### src/rtl/sccp_pkg.sv
package sccp_pkg;
  localparam int DATA_W  = 32;
  localparam int OPC_W   = 3;
  localparam int IDX_W   = 4;
  localparam int FSR_W   = 8;
  localparam int TTB_LSB = 14;

  localparam int CTRL_MMU   = 0;
  localparam int CTRL_ALIGN = 1;
  localparam int CTRL_DC    = 2;
  localparam int CTRL_WB    = 3;
  localparam int CTRL_BIG   = 7;
  localparam int CTRL_IC    = 12;

  localparam logic [IDX_W-1:0] RT_PC = '1;

  typedef enum logic [3:0] {
    SEL_NONE, SEL_ID, SEL_CTYPE, SEL_CTRL, SEL_AUX, SEL_TTB,
    SEL_DACR, SEL_FSR, SEL_FAR, SEL_PID, SEL_CPAR, SEL_TLB, SEL_NOP
  } reg_sel_e;
endpackage

### src/rtl/sccp_decode.sv
module sccp_decode
  import sccp_pkg::*;
(
  input  logic              read_i,
  input  logic [OPC_W-1:0]  op1_i,
  input  logic [OPC_W-1:0]  op2_i,
  input  logic [IDX_W-1:0]  crn_i,
  input  logic [IDX_W-1:0]  crm_i,
  input  logic [IDX_W-1:0]  rt_i,
  input  logic [DATA_W-1:0] wdata_i,
  input  logic              ctrl_big_i,
  output reg_sel_e          sel_o,
  output logic              undef_o
);
  always_comb begin
    sel_o   = SEL_NONE;
    undef_o = 1'b0;
    if (op1_i != '0 || rt_i == RT_PC) begin
      undef_o = 1'b1;
    end else begin
      case (crn_i)
        4'd0: begin
          if (op2_i == 3'd0)      sel_o = SEL_ID;
          else if (op2_i == 3'd1) sel_o = SEL_CTYPE;
          else                    undef_o = 1'b1;
        end
        4'd1: begin
          if (op2_i == 3'd0) begin
            sel_o = SEL_CTRL;
            if (!read_i && (wdata_i[CTRL_BIG] != ctrl_big_i)) undef_o = 1'b1;
          end else if (op2_i == 3'd1) begin
            sel_o = SEL_AUX;
          end else begin
            undef_o = 1'b1;
          end
        end
        4'd2:  sel_o = SEL_TTB;
        4'd3:  sel_o = SEL_DACR;
        4'd5:  sel_o = SEL_FSR;
        4'd6:  sel_o = SEL_FAR;
        4'd7: begin
          if (read_i) undef_o = 1'b1;
          else        sel_o = SEL_NOP;
        end
        4'd8: begin
          if (read_i) undef_o = 1'b1;
          else        sel_o = SEL_TLB;
        end
        4'd9, 4'd14: sel_o = SEL_NOP;
        4'd13: begin
          if (op2_i != '0 || crm_i != '0)      undef_o = 1'b1;
          else if (!read_i && wdata_i != '0)   undef_o = 1'b1;
          else                                 sel_o = SEL_PID;
        end
        4'd15: begin
          if (crm_i == 4'd1) sel_o = SEL_CPAR;
          else               undef_o = 1'b1;
        end
        default: undef_o = 1'b1;
      endcase
    end
  end
endmodule

### src/rtl/sccp_regs.sv
module sccp_regs
  import sccp_pkg::*;
#(
  parameter logic [DATA_W-1:0] ID_VALUE    = 32'h6900_B201,
  parameter logic [DATA_W-1:0] CTYPE_VALUE = 32'h0B1A_A1AA
) (
  input  logic              clk_i,
  input  logic              rst_ni,
  input  logic              we_i,
  input  reg_sel_e          sel_i,
  input  logic [DATA_W-1:0] wdata_i,
  output logic [DATA_W-1:0] rdata_o,
  output logic [DATA_W-1:0] ctrl_o,
  output logic              warn_o
);
  localparam int N_PLAIN = 3;
  localparam reg_sel_e PLAIN_SEL [N_PLAIN] = '{SEL_DACR, SEL_FAR, SEL_CPAR};

  logic [DATA_W-1:0]       ctrl_q, aux_q;
  logic [DATA_W-1:TTB_LSB] ttb_hi_q;
  logic [FSR_W-1:0]        fsr_q;
  logic                    warn_q;
  logic [DATA_W-1:0]       plain_q [N_PLAIN];

  always_ff @(posedge clk_i or negedge rst_ni) begin
    if (!rst_ni) begin
      ctrl_q   <= '0;
      aux_q    <= '0;
      ttb_hi_q <= '0;
      fsr_q    <= '0;
      warn_q   <= 1'b0;
    end else if (we_i) begin
      case (sel_i)
        SEL_CTRL: ctrl_q <= wdata_i;
        SEL_AUX:  aux_q  <= wdata_i;
        SEL_FSR:  fsr_q  <= wdata_i[FSR_W-1:0];
        SEL_TTB: begin
          ttb_hi_q <= wdata_i[DATA_W-1:TTB_LSB];
          if (|wdata_i[TTB_LSB-1:0]) warn_q <= 1'b1;
        end
        default: ;
      endcase
    end
  end

  for (genvar g = 0; g < N_PLAIN; g++) begin : g_plain
    always_ff @(posedge clk_i or negedge rst_ni) begin
      if (!rst_ni)                              plain_q[g] <= '0;
      else if (we_i && sel_i == PLAIN_SEL[g])   plain_q[g] <= wdata_i;
    end
  end

  always_comb begin
    rdata_o = '0;
    case (sel_i)
      SEL_ID:    rdata_o = ID_VALUE;
      SEL_CTYPE: rdata_o = CTYPE_VALUE;
      SEL_CTRL:  rdata_o = ctrl_q;
      SEL_AUX:   rdata_o = aux_q;
      SEL_TTB:   rdata_o = {ttb_hi_q, {TTB_LSB{1'b0}}};
      SEL_FSR:   rdata_o = {{(DATA_W-FSR_W){1'b0}}, fsr_q};
      default: begin
        for (int k = 0; k < N_PLAIN; k++)
          if (sel_i == PLAIN_SEL[k]) rdata_o = plain_q[k];
      end
    endcase
  end

  assign ctrl_o = ctrl_q;
  assign warn_o = warn_q;

  AST_BIG_FIXED: assert property (@(posedge clk_i) disable iff (!rst_ni)
    ctrl_q[CTRL_BIG] == 1'b0);
  AST_WARN_STICKY: assert property (@(posedge clk_i) disable iff (!rst_ni)
    !$fell(warn_q));
endmodule

### src/rtl/sysctl_cp_regs.sv
module sysctl_cp_regs
  import sccp_pkg::*;
#(
  parameter logic [31:0] ID_VALUE    = 32'h6900_B201,
  parameter logic [31:0] CTYPE_VALUE = 32'h0B1A_A1AA
) (
  input  logic        clk_i,
  input  logic        rst_ni,
  input  logic        req_valid_i,
  input  logic        req_read_i,
  input  logic [2:0]  req_op1_i,
  input  logic [2:0]  req_op2_i,
  input  logic [3:0]  req_crn_i,
  input  logic [3:0]  req_crm_i,
  input  logic [3:0]  req_rt_i,
  input  logic [31:0] req_wdata_i,
  output logic        rsp_valid_o,
  output logic [31:0] rsp_rdata_o,
  output logic        rsp_undef_o,
  output logic        tlb_inv_all_o,
  output logic        tlb_inv_va_o,
  output logic [31:0] tlb_va_o,
  output logic        mmu_en_o,
  output logic        align_en_o,
  output logic        dcache_en_o,
  output logic        wbuf_en_o,
  output logic        icache_en_o,
  output logic        base_warn_o
);
  reg_sel_e          sel;
  logic              undef;
  logic [DATA_W-1:0] rdata, ctrl_q;
  logic              accept, wr_en, tlb_wr;

  sccp_decode u_decode (
    .read_i     (req_read_i),
    .op1_i      (req_op1_i),
    .op2_i      (req_op2_i),
    .crn_i      (req_crn_i),
    .crm_i      (req_crm_i),
    .rt_i       (req_rt_i),
    .wdata_i    (req_wdata_i),
    .ctrl_big_i (ctrl_q[CTRL_BIG]),
    .sel_o      (sel),
    .undef_o    (undef)
  );

  assign accept = req_valid_i && !undef;
  assign wr_en  = accept && !req_read_i;
  assign tlb_wr = wr_en && sel == SEL_TLB;

  sccp_regs #(
    .ID_VALUE    (ID_VALUE),
    .CTYPE_VALUE (CTYPE_VALUE)
  ) u_regs (
    .clk_i   (clk_i),
    .rst_ni  (rst_ni),
    .we_i    (wr_en),
    .sel_i   (sel),
    .wdata_i (req_wdata_i),
    .rdata_o (rdata),
    .ctrl_o  (ctrl_q),
    .warn_o  (base_warn_o)
  );

  always_ff @(posedge clk_i or negedge rst_ni) begin
    if (!rst_ni) begin
      rsp_valid_o   <= 1'b0;
      rsp_undef_o   <= 1'b0;
      rsp_rdata_o   <= '0;
      tlb_inv_all_o <= 1'b0;
      tlb_inv_va_o  <= 1'b0;
      tlb_va_o      <= '0;
    end else begin
      rsp_valid_o   <= req_valid_i;
      rsp_undef_o   <= req_valid_i && undef;
      rsp_rdata_o   <= (accept && req_read_i) ? rdata : '0;
      tlb_inv_all_o <= tlb_wr && req_op2_i == '0;
      tlb_inv_va_o  <= tlb_wr && req_op2_i != '0;
      if (tlb_wr && req_op2_i != '0) tlb_va_o <= req_wdata_i;
    end
  end

  assign mmu_en_o    = ctrl_q[CTRL_MMU];
  assign align_en_o  = ctrl_q[CTRL_ALIGN];
  assign dcache_en_o = ctrl_q[CTRL_DC];
  assign wbuf_en_o   = ctrl_q[CTRL_WB];
  assign icache_en_o = ctrl_q[CTRL_IC];

  AST_RSP_AFTER_REQ: assert property (@(posedge clk_i) disable iff (!rst_ni)
    rsp_valid_o |-> $past(req_valid_i));
  AST_UNDEF_IN_RSP: assert property (@(posedge clk_i) disable iff (!rst_ni)
    rsp_undef_o |-> rsp_valid_o && rsp_rdata_o == '0);
  AST_UNDEF_NO_CTRL_CHANGE: assert property (@(posedge clk_i) disable iff (!rst_ni)
    rsp_undef_o |-> $stable(ctrl_q));
  AST_STROBE_EXCL: assert property (@(posedge clk_i) disable iff (!rst_ni)
    $countones({tlb_inv_all_o, tlb_inv_va_o}) <= 1);
  AST_STROBE_ACCEPTED: assert property (@(posedge clk_i) disable iff (!rst_ni)
    (tlb_inv_all_o || tlb_inv_va_o) |-> rsp_valid_o && !rsp_undef_o);
endmodule

### config.mk
export PLATFORM = sky130hd
export DESIGN_NAME = sysctl_cp_regs
export DESIGN_NICKNAME = d
export VERILOG_FILES = /design/src/rtl/sccp_pkg.sv /design/src/rtl/sccp_decode.sv /design/src/rtl/sccp_regs.sv /design/src/rtl/sysctl_cp_regs.sv
export SDC_FILE = /design/constraint.sdc
export NUM_CORES = 1
export LEC_CHECK = 0
export BUFFER_PORTS_ARGS = -buffer_cell sky130_fd_sc_hd__clkbuf_2
export CAP_MARGIN = 20
export CORE_MARGIN = 2
export CORE_UTILIZATION = 45
export CTS_CLUSTER_SIZE = 16
export DETAILED_ROUTE_END_ITERATION = 16
export PLACE_DENSITY = 0.66
export SLEW_MARGIN = 25
export SYNTH_ARGS = -nofsm -noshare
export SYNTH_HDL_FRONTEND = slang
export SYNTH_SLANG_ARGS = --single-unit
### constraint.sdc
create_clock -name clk_i -period 4.55 [get_ports clk_i]
set_input_delay 0.6825 -clock clk_i [delete_from_list [all_inputs] [get_ports clk_i]]
set_output_delay 0.6825 -clock clk_i [all_outputs]
set_load 0.02 [all_outputs]
==> After elaboration in Yosys (flattened, before gate mapping) <==
Index checks and enable logic that the tools add are counted.
{ "op_classes": {"eq_ne": 25, "muxes": 26, "reduce_logical": 31} }
{ "ops": {"columns": ["cell", "n"], "rows": [
  ["32-bit case mux with 6 select lines", 1],
  ["32-bit two-way mux", 4],
  ["4-bit case mux with 11 select lines", 1],
  ["4-bit equality test (second input constant)", 9],
  ["4-bit two-way mux", 8],
  ["32-bit nonzero test", 1],
  ["4-bit by 3-bit equality test with 1-bit output (second input constant)", 7],
  ["4-bit by 2-bit equality test with 1-bit output (second input constant)", 4],
  ["14-bit OR reduction", 1],
  ["4-bit by 1-bit equality test with 1-bit output (second input constant)", 3],
  ["1-bit logical AND", 12],
  ["1-bit two-way mux", 9],
  ["2-bit AND reduction", 4],
  ["1-bit case mux with 6 select lines", 1],
  ["3-bit nonzero test", 2],
  ["6-bit OR reduction", 1],
  ["4-bit logical NOT", 1],
  ["4-bit nonzero test", 1],
  ["2-bit OR reduction", 2],
  ["3-bit by 1-bit equality test with 1-bit output (second input constant)", 1],
  ["3-bit logical NOT", 1],
  ["3-bit two-way mux", 1],
  ["3-bit AND reduction", 1],
  ["1-bit logical NOT", 2],
  ["other kinds (3)", 4]
]} }
{ "word_totals": {"regBits": 255, "output_inout_bits": 74, "inputBits": 54, "word_cells": 96} }

==> Longest topological paths before layout <==
Gate-level depths: netlist of the first run.
{ "depth": {"depth_word": 12, "mapped_depth": 12, "depth_no_buf": 7} }

==> Modules after synthesis <==
From an unflattened synthesis of the first run, not the netlist that was laid out.
{ "hier_totals": {"hier_cells": 898, "area_unflattened_um2": 12172.9} }
{ "by_module_without_submodules": {"columns": ["mod", "cells_per_inst", "n_inst", "seq_area_each_um2", "area_each_um2"], "rows": [
  ["sccp_regs", 685, 1, 4679.5, 9258.9],
  ["sysctl_cp_regs", 146, 1, 1701.6, 2519.9],
  ["sccp_decode", 67, 1, 0.0, 394.1]
]} }

==> Worst setup path before layout of the first run <==
No wires, ideal clock.
{ "synth_path": {"path_kind": "input-to-reg", "start": "input req_crn_i[1]", "end": "register u_regs.plain_q[33] (netlist bit)", "required_time_ns": 4.425, "path_slack_ns": 1.480, "path_buffers": 4, "stages": 10, "t_arrival_ns": 2.945, "setup_ns": 0.125, "cell_sequence": "clkbuf_1 > nor4bb_1 > o21bai_1 > or3_1 > buf_2 > nor4b_2 > and2_0 > clkbuf_1 > buf_2 > mux2_2"} }
{ "synth_via": {"elab_chain_len": 8, "word_cells_on_any_way": 24, "cone_classes": "eq/ne (12); mux (4); reduce/logical (8)"} }
{ "synth_rtl": {"columns": ["element", "line", "text"], "rows": [
  ["start: declaration", "sysctl_cp_regs.sv:13", "input logic [3:0] req_crn_i,"],
  ["4-bit by 2-bit equality test with 1-bit output (tied with other cells)", "sccp_decode.sv:21", "case (crn_i)"],
  ["6-bit OR reduction (no line) / 2-bit OR reduction (equally long branches)", null, null],
  ["1-bit case mux with 6 select lines", "sccp_decode.sv:21", null],
  ["1-bit two-way mux", "sccp_decode.sv:18", "if (op1_i != '0 || rt_i == RT_PC) begin"],
  ["1-bit logical NOT", "sysctl_cp_regs.sv:48", "assign accept = req_valid_i && !undef;"],
  ["1-bit logical AND", "sysctl_cp_regs.sv:48", null],
  ["1-bit logical AND", "sysctl_cp_regs.sv:49", "assign wr_en = accept && !req_read_i;"],
  ["1-bit logical AND (*)", "sccp_regs.sv:49", "else if (we_i && sel_i == PLAIN_SEL[g]) plain_q[g] <= wdata_i;"],
  ["end signal: indexed assignment", "sccp_regs.sv:49", null],
  ["end: declaration", "sccp_regs.sv:23", "logic [DATA_W-1:0] plain_q [N_PLAIN];"]
]} }
Mark *: on every way between the ends. The rest lies on a longest branch, timed or not.
A chain may end at the register's enable or synchronous reset.

==> Worst setup path in the final report of the first run <==
{ "layout_path": {"start": "input req_wdata_i[15]", "end": "register tlb_va_o[6]"} }
{ "layout_via": {"elab_chain_len": 11, "word_cells_on_any_way": 16, "cone_classes": "eq/ne (1); mux (8); reduce/logical (7)"} }
{ "layout_rtl": {"columns": ["element", "line", "text"], "rows": [
  ["start: declaration", "sysctl_cp_regs.sv:16", "input logic [31:0] req_wdata_i,"],
  ["32-bit nonzero test (*)", "sccp_decode.sv:52", "else if (!read_i && wdata_i != '0) undef_o = 1'b1;"],
  ["1-bit logical AND (*)", "sccp_decode.sv:52", null],
  ["branches (longest 7 deep; another with 4-bit case mux with 11 select lines)", null, null],
  ["1-bit logical AND (*)", "sysctl_cp_regs.sv:50", "assign tlb_wr = wr_en && sel == SEL_TLB;"],
  ["1-bit logical AND (*)", "sysctl_cp_regs.sv:80", "if (tlb_wr && req_op2_i != '0) tlb_va_o <= req_wdata_i;"],
  ["end signal: assignment", "sysctl_cp_regs.sv:80", null],
  ["end: declaration", "sysctl_cp_regs.sv:22", "output logic [31:0] tlb_va_o,"]
]} }
Every way passes the cells marked *.

==> results.txt, run 1 <==
outcome: finished, final reports clean
post_cts resized: 0
Synth Area per Inst: 13.9 um^2
crit start category: input pin
Synth area leaders: dfrtp_1 58%, mux2_2 19%, mux2_1 3.4%
postcts setup bufs: 0
global-route met2 utilization: 34.0%
RSZ-0062 raised after global routing: no
setup violators final: 0
Syn. warnings: 0
clk slew on worst S/H paths: 0.06 ns
cell taking the most area after synthesis: dfrtp_1
Post-synth top flop: dfrtp_1
number of max-cap violations: 0
total core area: 24,100 um^2
area delta synth->final: 18.2%
synthesized area: 10,900 um^2
GRT overflow: 0
number of synthesized flops with an enable pin: 0
LEAKAGE: 6.34 nW
commonest non-fill, non-tap cell in the layout: dfrtp_1
VDD IR max: 0.263 mV
Crit. End Element: flip-flop
Final Cycle Share: 76.1%
Slew Limit Fails: 0
top cell type's share of synthesized area: 58.4%
Die Height: 160 um
type of the worst setup path: in2reg
CP Max Fanout: 20
gr usage total: 20.9%
Worst-Margin Slew: 0.868 ns
post-synthesis sequential area ratio: 58.4%
flop2flop setup slack: 1.56 ns
first-pass GRT wire length: 42,500 um
antenna-violating nets left: 0
dpl hpwl: 16,500 um
Die Wd: 160 um
worst reg2reg startpoint: u_regs.ctrl_o[7]
Inst Count DP: 1,202
routability cong.: 0.763
PortBufs: 127
CTS Hold Bufs: 0
H-Tree Level Count: 1
TritonCTS buffer count: 27
# IOs: 128
Synth Register Bits: 255
drt drc: 0
wire per inst: 21.0 um
most frequent cells in the layout: 255 x dfrtp_1, 185 x mux2_2, 126 x clkbuf_2, 36 x a22oi_1, 33 x mux2_1
CTS tree: built
antenna cells: 0
fin cells: 1,253
nets@finish: 962
root buffer cell: clkbuf_16
Achievable Freq: 0.289 GHz
vias per inst: 5.74
layout cells sized above 1: 42.8%
largest net degree at the start of global routing: 132
routed vias: 7,189
Iteration-0 DRC Markers: 468
met3 usage: 3.25%
Clock Path Buffers: 3
GR peak layer: met2
worst path required time: 4.96 ns
fillcell total: 2,118
pwr/cell area: 368 nW/um^2
count of final hold-check violations: 0
drt first pass iters: 6
max_slew headroom: 42.1%
CP Launch Point: req_wdata_i[15]
initial antenna violation count: 0
Post-Route WL: 26,300 um
hold crit path type: in2async
die outline area: 25,500 um^2
met1 usage: 30.5%
Clock Skews: 0.00954 ns
vias in the first global route: 7,328
CP arrival: 3.87 ns
Mapped Nets: 838
Post-Synthesis Cells: 784
cell row count: 57
async set-reset flop share out of synthesis: 100%
clk sinks: 255
later-pin clock latency in the skew report: 0.53 ns
setup_tns: 0 ns
min Tclk post-route: 3.46 ns
Unique masters post-synth: 56
Initial Util: 45.3%
final cells by class:
type                            instances  area (um^2)  share of cell area [%]
Clock inverter                         12          141                    1.10
Multi-Input combinational cell        469         4270                    33.1
Clock buffer                           38          797                    6.18
Sequential cell                       255         6380                    49.4
Inverter                                4         15.0                   0.116
Timing Repair Buffer                  151          896                    6.94
Tap cell                              324          405                    3.14
critical path: stages:
cell and delay [ns]:
clkbuf_2 0.16, nor4_1 0.53, nand3_1 0.27, o31ai_1 0.38, nand2b_1 0.24, a2111o_1 0.48
nand2b_2 0.48, buf_4 0.36, mux2_2 0.28
metal layers:
metal	part of all wire, %	vias up
li1	-	3219
met1	46	3754
met2	47	193
met3	5.3	23
met4	1.1	0
met5	0	-
per-stage QoR:
step	total power (W)	setup WS (ns)	util, %	cell area [um^2]	hold WS (ns)
floorplan	0.00239	1.48	-	10900	0.387
global placement	0.00252	0.632	49.5	11900	0.414
detailed placement	0.00252	0.580	49.5	11900	0.427
CTS	0.00480	1.12	53.4	12900	0.306
global route	0.00492	0.880	53.5	12900	0.0257
finish	0.00474	1.09	53.5	12900	0.0230
kinds of logic after synthesis:
family / Yosys count / share of synthesized area (%)
AOI/OAI and AO/OA: 136 / 10.1
buffers and inverters: 60 / 2.76
DFF: 255 / 58.4
and+or+nand+nor: 113 / 6.04
xor gates and xnor gates: 2 / 0.160
muxes: 218 / 22.5
state kept, by name (all words and copies together), names as in the netlist:
name and count:
u_regs.plain_q 96, rsp_rdata_o 32, tlb_va_o 32, u_regs.aux_q 32, u_regs.ctrl_o 32, u_regs.ttb_hi_q 18
u_regs.fsr_q 8, rsp_undef_o 1, rsp_valid_o 1, tlb_inv_all_o 1, tlb_inv_va_o 1, u_regs.warn_o 1
cell usage after synthesis (all sizes together), types with 10 or more instances:
| master | number |
|---|---|
| dfrtp | 255 |
| mux2 | 218 |
| a22oi | 36 |
| buf | 36 |
| nand2 | 25 |
| clkbuf | 20 |
| a222oi | 17 |
| a211oi | 16 |
| a221oi | 16 |
| a31oi | 14 |
| nor2 | 13 |
| nor3 | 11 |
| nor4 | 11 |
| a22o | 10 |
report_power, final:
| group | leakage (nW) | switching [W] | internal (W) | total [W] |
|---|---|---|---|---|
| Clock | 0.468 | 0.000882 | 0.00139 | 0.00227 |
| Sequential | 3.56 | 0.00000493 | 0.00228 | 0.00228 |
| Combinational | 2.31 | 0.000138 | 0.0000554 | 0.000193 |
| Total | 6.34 | 0.00102 | 0.00372 | 0.00474 |
path summary, 6_finish.rpt:
kind,endpoint,depth (start not counted)
min,rsp_rdata_o[4],1
max in group asynchronous,tlb_va_o[31],3
max,tlb_va_o[6],9
min in group clk_i,rsp_valid_o,1
max reg2reg,tlb_va_o[6],8
min reg2reg,u_regs.ctrl_o[7],0
No activity file was read; power rests on OpenSTA's default activity.
==> run 2: changes to the inputs <==
- clock period: 4.55 -> 3.61 ns (I/O delays scaled with it)
==> results.txt, run 2 (synthesized netlist as in run 1, its figures left out) <==
setup_tns: 0 ns
max FFs per register: 96
vias per inst: 5.76
WHS Path Cells: 1
wire per inst: 21.2 um
layout cells sized above 1: 43.9%
Crit. End Element: flip-flop
Die Height: 160 um
type of the worst setup path: in2reg
Psw: 0.00130 W
min Tclk post-route: 2.86 ns
max_slew headroom: 52.5%
outcome: finished, final reports clean
Switching Share: 21.8%
H-Tree Level Count: 1
drt first pass iters: 6
die outline area: 25,500 um^2
Post-Route WL: 27,100 um
pwr/cell area: 454 nW/um^2
drt drc: 0
antenna cells: 0
Cell Area, Placed: 12,200 um^2
post-route cell area: 13,100 um^2
antenna-violating nets left: 0
number of max-cap violations: 0
Final Cycle Share: 79.3%
Gate power share: 4.3%
RSZ-0062 raised after global routing: no
Slew Limit Fails: 0
postcts setup bufs: 0
final hold slack: 0.191 ns
total core area: 24,100 um^2
most frequent cells in the layout: 255 x dfrtp_1, 185 x mux2_2, 126 x clkbuf_2, 39 x buf_4, 36 x a22oi_1
VDD IR max: 0.346 mV
routed vias: 7,366
worst path required time: 4.07 ns
setup violators final: 0
later-pin clock latency in the skew report: 0.52 ns
initial antenna violation count: 0
cell row count: 57
Iteration-0 DRC Markers: 681
largest net degree at the start of global routing: 81
flop2flop setup slack: 1.06 ns
CTS tree: built
area delta synth->final: 20.1%
R2R depth: 8
gr usage total: 21.3%
Die Wd: 160 um
clk sinks: 255
first-pass GRT wire length: 43,200 um
CP Max Fanout: 17
PortBufs: 127
commonest non-fill, non-tap cell in the layout: dfrtp_1
routability cong.: 0.803
LEAKAGE: 6.46 nW
count of final hold-check violations: 0
root buffer cell: clkbuf_16
TritonCTS buffer count: 27
# IOs: 128
Initial Util: 45.3%
vias in the first global route: 7,478
Biggest register: u_regs.plain_q
nets@finish: 987
CP arrival: 3.33 ns
Int Pwr: 0.00466 W
Clock Skews: 0.00944 ns
Clock power frac: 47.5%
Achievable Freq: 0.349 GHz
Clock Path Buffers: 3
Reg power frac: 48.3%
Worst-Margin Slew: 0.707 ns
clk slew on worst S/H paths: 0.06 ns
hold crit path type: in2reg
crit start category: input pin
dpl hpwl: 17,200 um
GRT overflow: 0
run 2: layer usage:
layer | vias up | wire [um] | track usage [%] | part of all wire, %
met5 | - | 0 | 0 | 0
met4 | 0 | 548 | 5.53 | 2.0
met3 | 40 | 1390 | 3.04 | 5.1
met2 | 222 | 12800 | 34.1 | 47
li1 | 3274 | - | - | -
met1 | 3830 | 12400 | 30.8 | 46
run 2: path summary, 6_finish.rpt:
check,end,startpoint
min in group asynchronous,tlb_va_o[4],rst_ni
worst max-delay path,rsp_rdata_o[13],req_wdata_i[5]
max in group asynchronous,tlb_va_o[17],rst_ni
worst max register to register,u_regs.plain_q[90],u_regs.ctrl_o[7]
worst min register to register,u_regs.ctrl_o[7],u_regs.ctrl_o[7]
worst min-delay path,rsp_valid_o,req_valid_i
run 2: area by class of cell:
cell class	instances	area [um^2]
Timing Repair Buffer	176	1130
Clock inverter	12	143
Inverter	4	15.0
Tap cell	324	405
Sequential cell	255	6380
Clock buffer	38	777
Fill cell	2092	11000
Multi-Input combinational cell	469	4270
run 2: worst max-delay path, stage by stage:
cell and delay (ns):
clkbuf_2 0.14, nor4_1 0.38, nand4_1 0.35, o31ai_1 0.38
nand2b_1 0.23, a2111oi_4 0.48, buf_12 0.22, a222oi_1 0.09
a221oi_1 0.33, buf_4 0.18
run 2: timing repair:
| action | 4_1_cts | 5_1_grt |
|---|---|---|
| resized for setup | 0 | 0 |
| hold buffers | 1 | 0 |
| endpoints found under the hold margin | 59 | 0 |
run 2: per-stage QoR:
step	instances	power, W	setup slack (ns)	utilization [%]
5_1_grt	1278	0.00618	0.601	54.4
6_report	1278	0.00596	0.747	54.4
3_3_place_gp	1227	0.00318	0.327	50.6
3_5_place_dp	1227	0.00319	0.246	50.6
2_1_floorplan	784	0.00301	0.681	-
4_1_cts	1278	0.00602	0.791	54.4
run 2: power by group through the flow:
| stage | clock network (W) | registers (W) | logic (W) |
|---|---|---|---|
| 2_1_floorplan | 0 | 0.00293 | 0.0000811 |
| 3_3_place_gp | 0 | 0.00293 | 0.000255 |
| 3_5_place_dp | 0 | 0.00293 | 0.000257 |
| 4_1_cts | 0.00289 | 0.00288 | 0.000259 |
| 5_1_grt | 0.00302 | 0.00288 | 0.000285 |
| 6_report | 0.00283 | 0.00288 | 0.000255 |
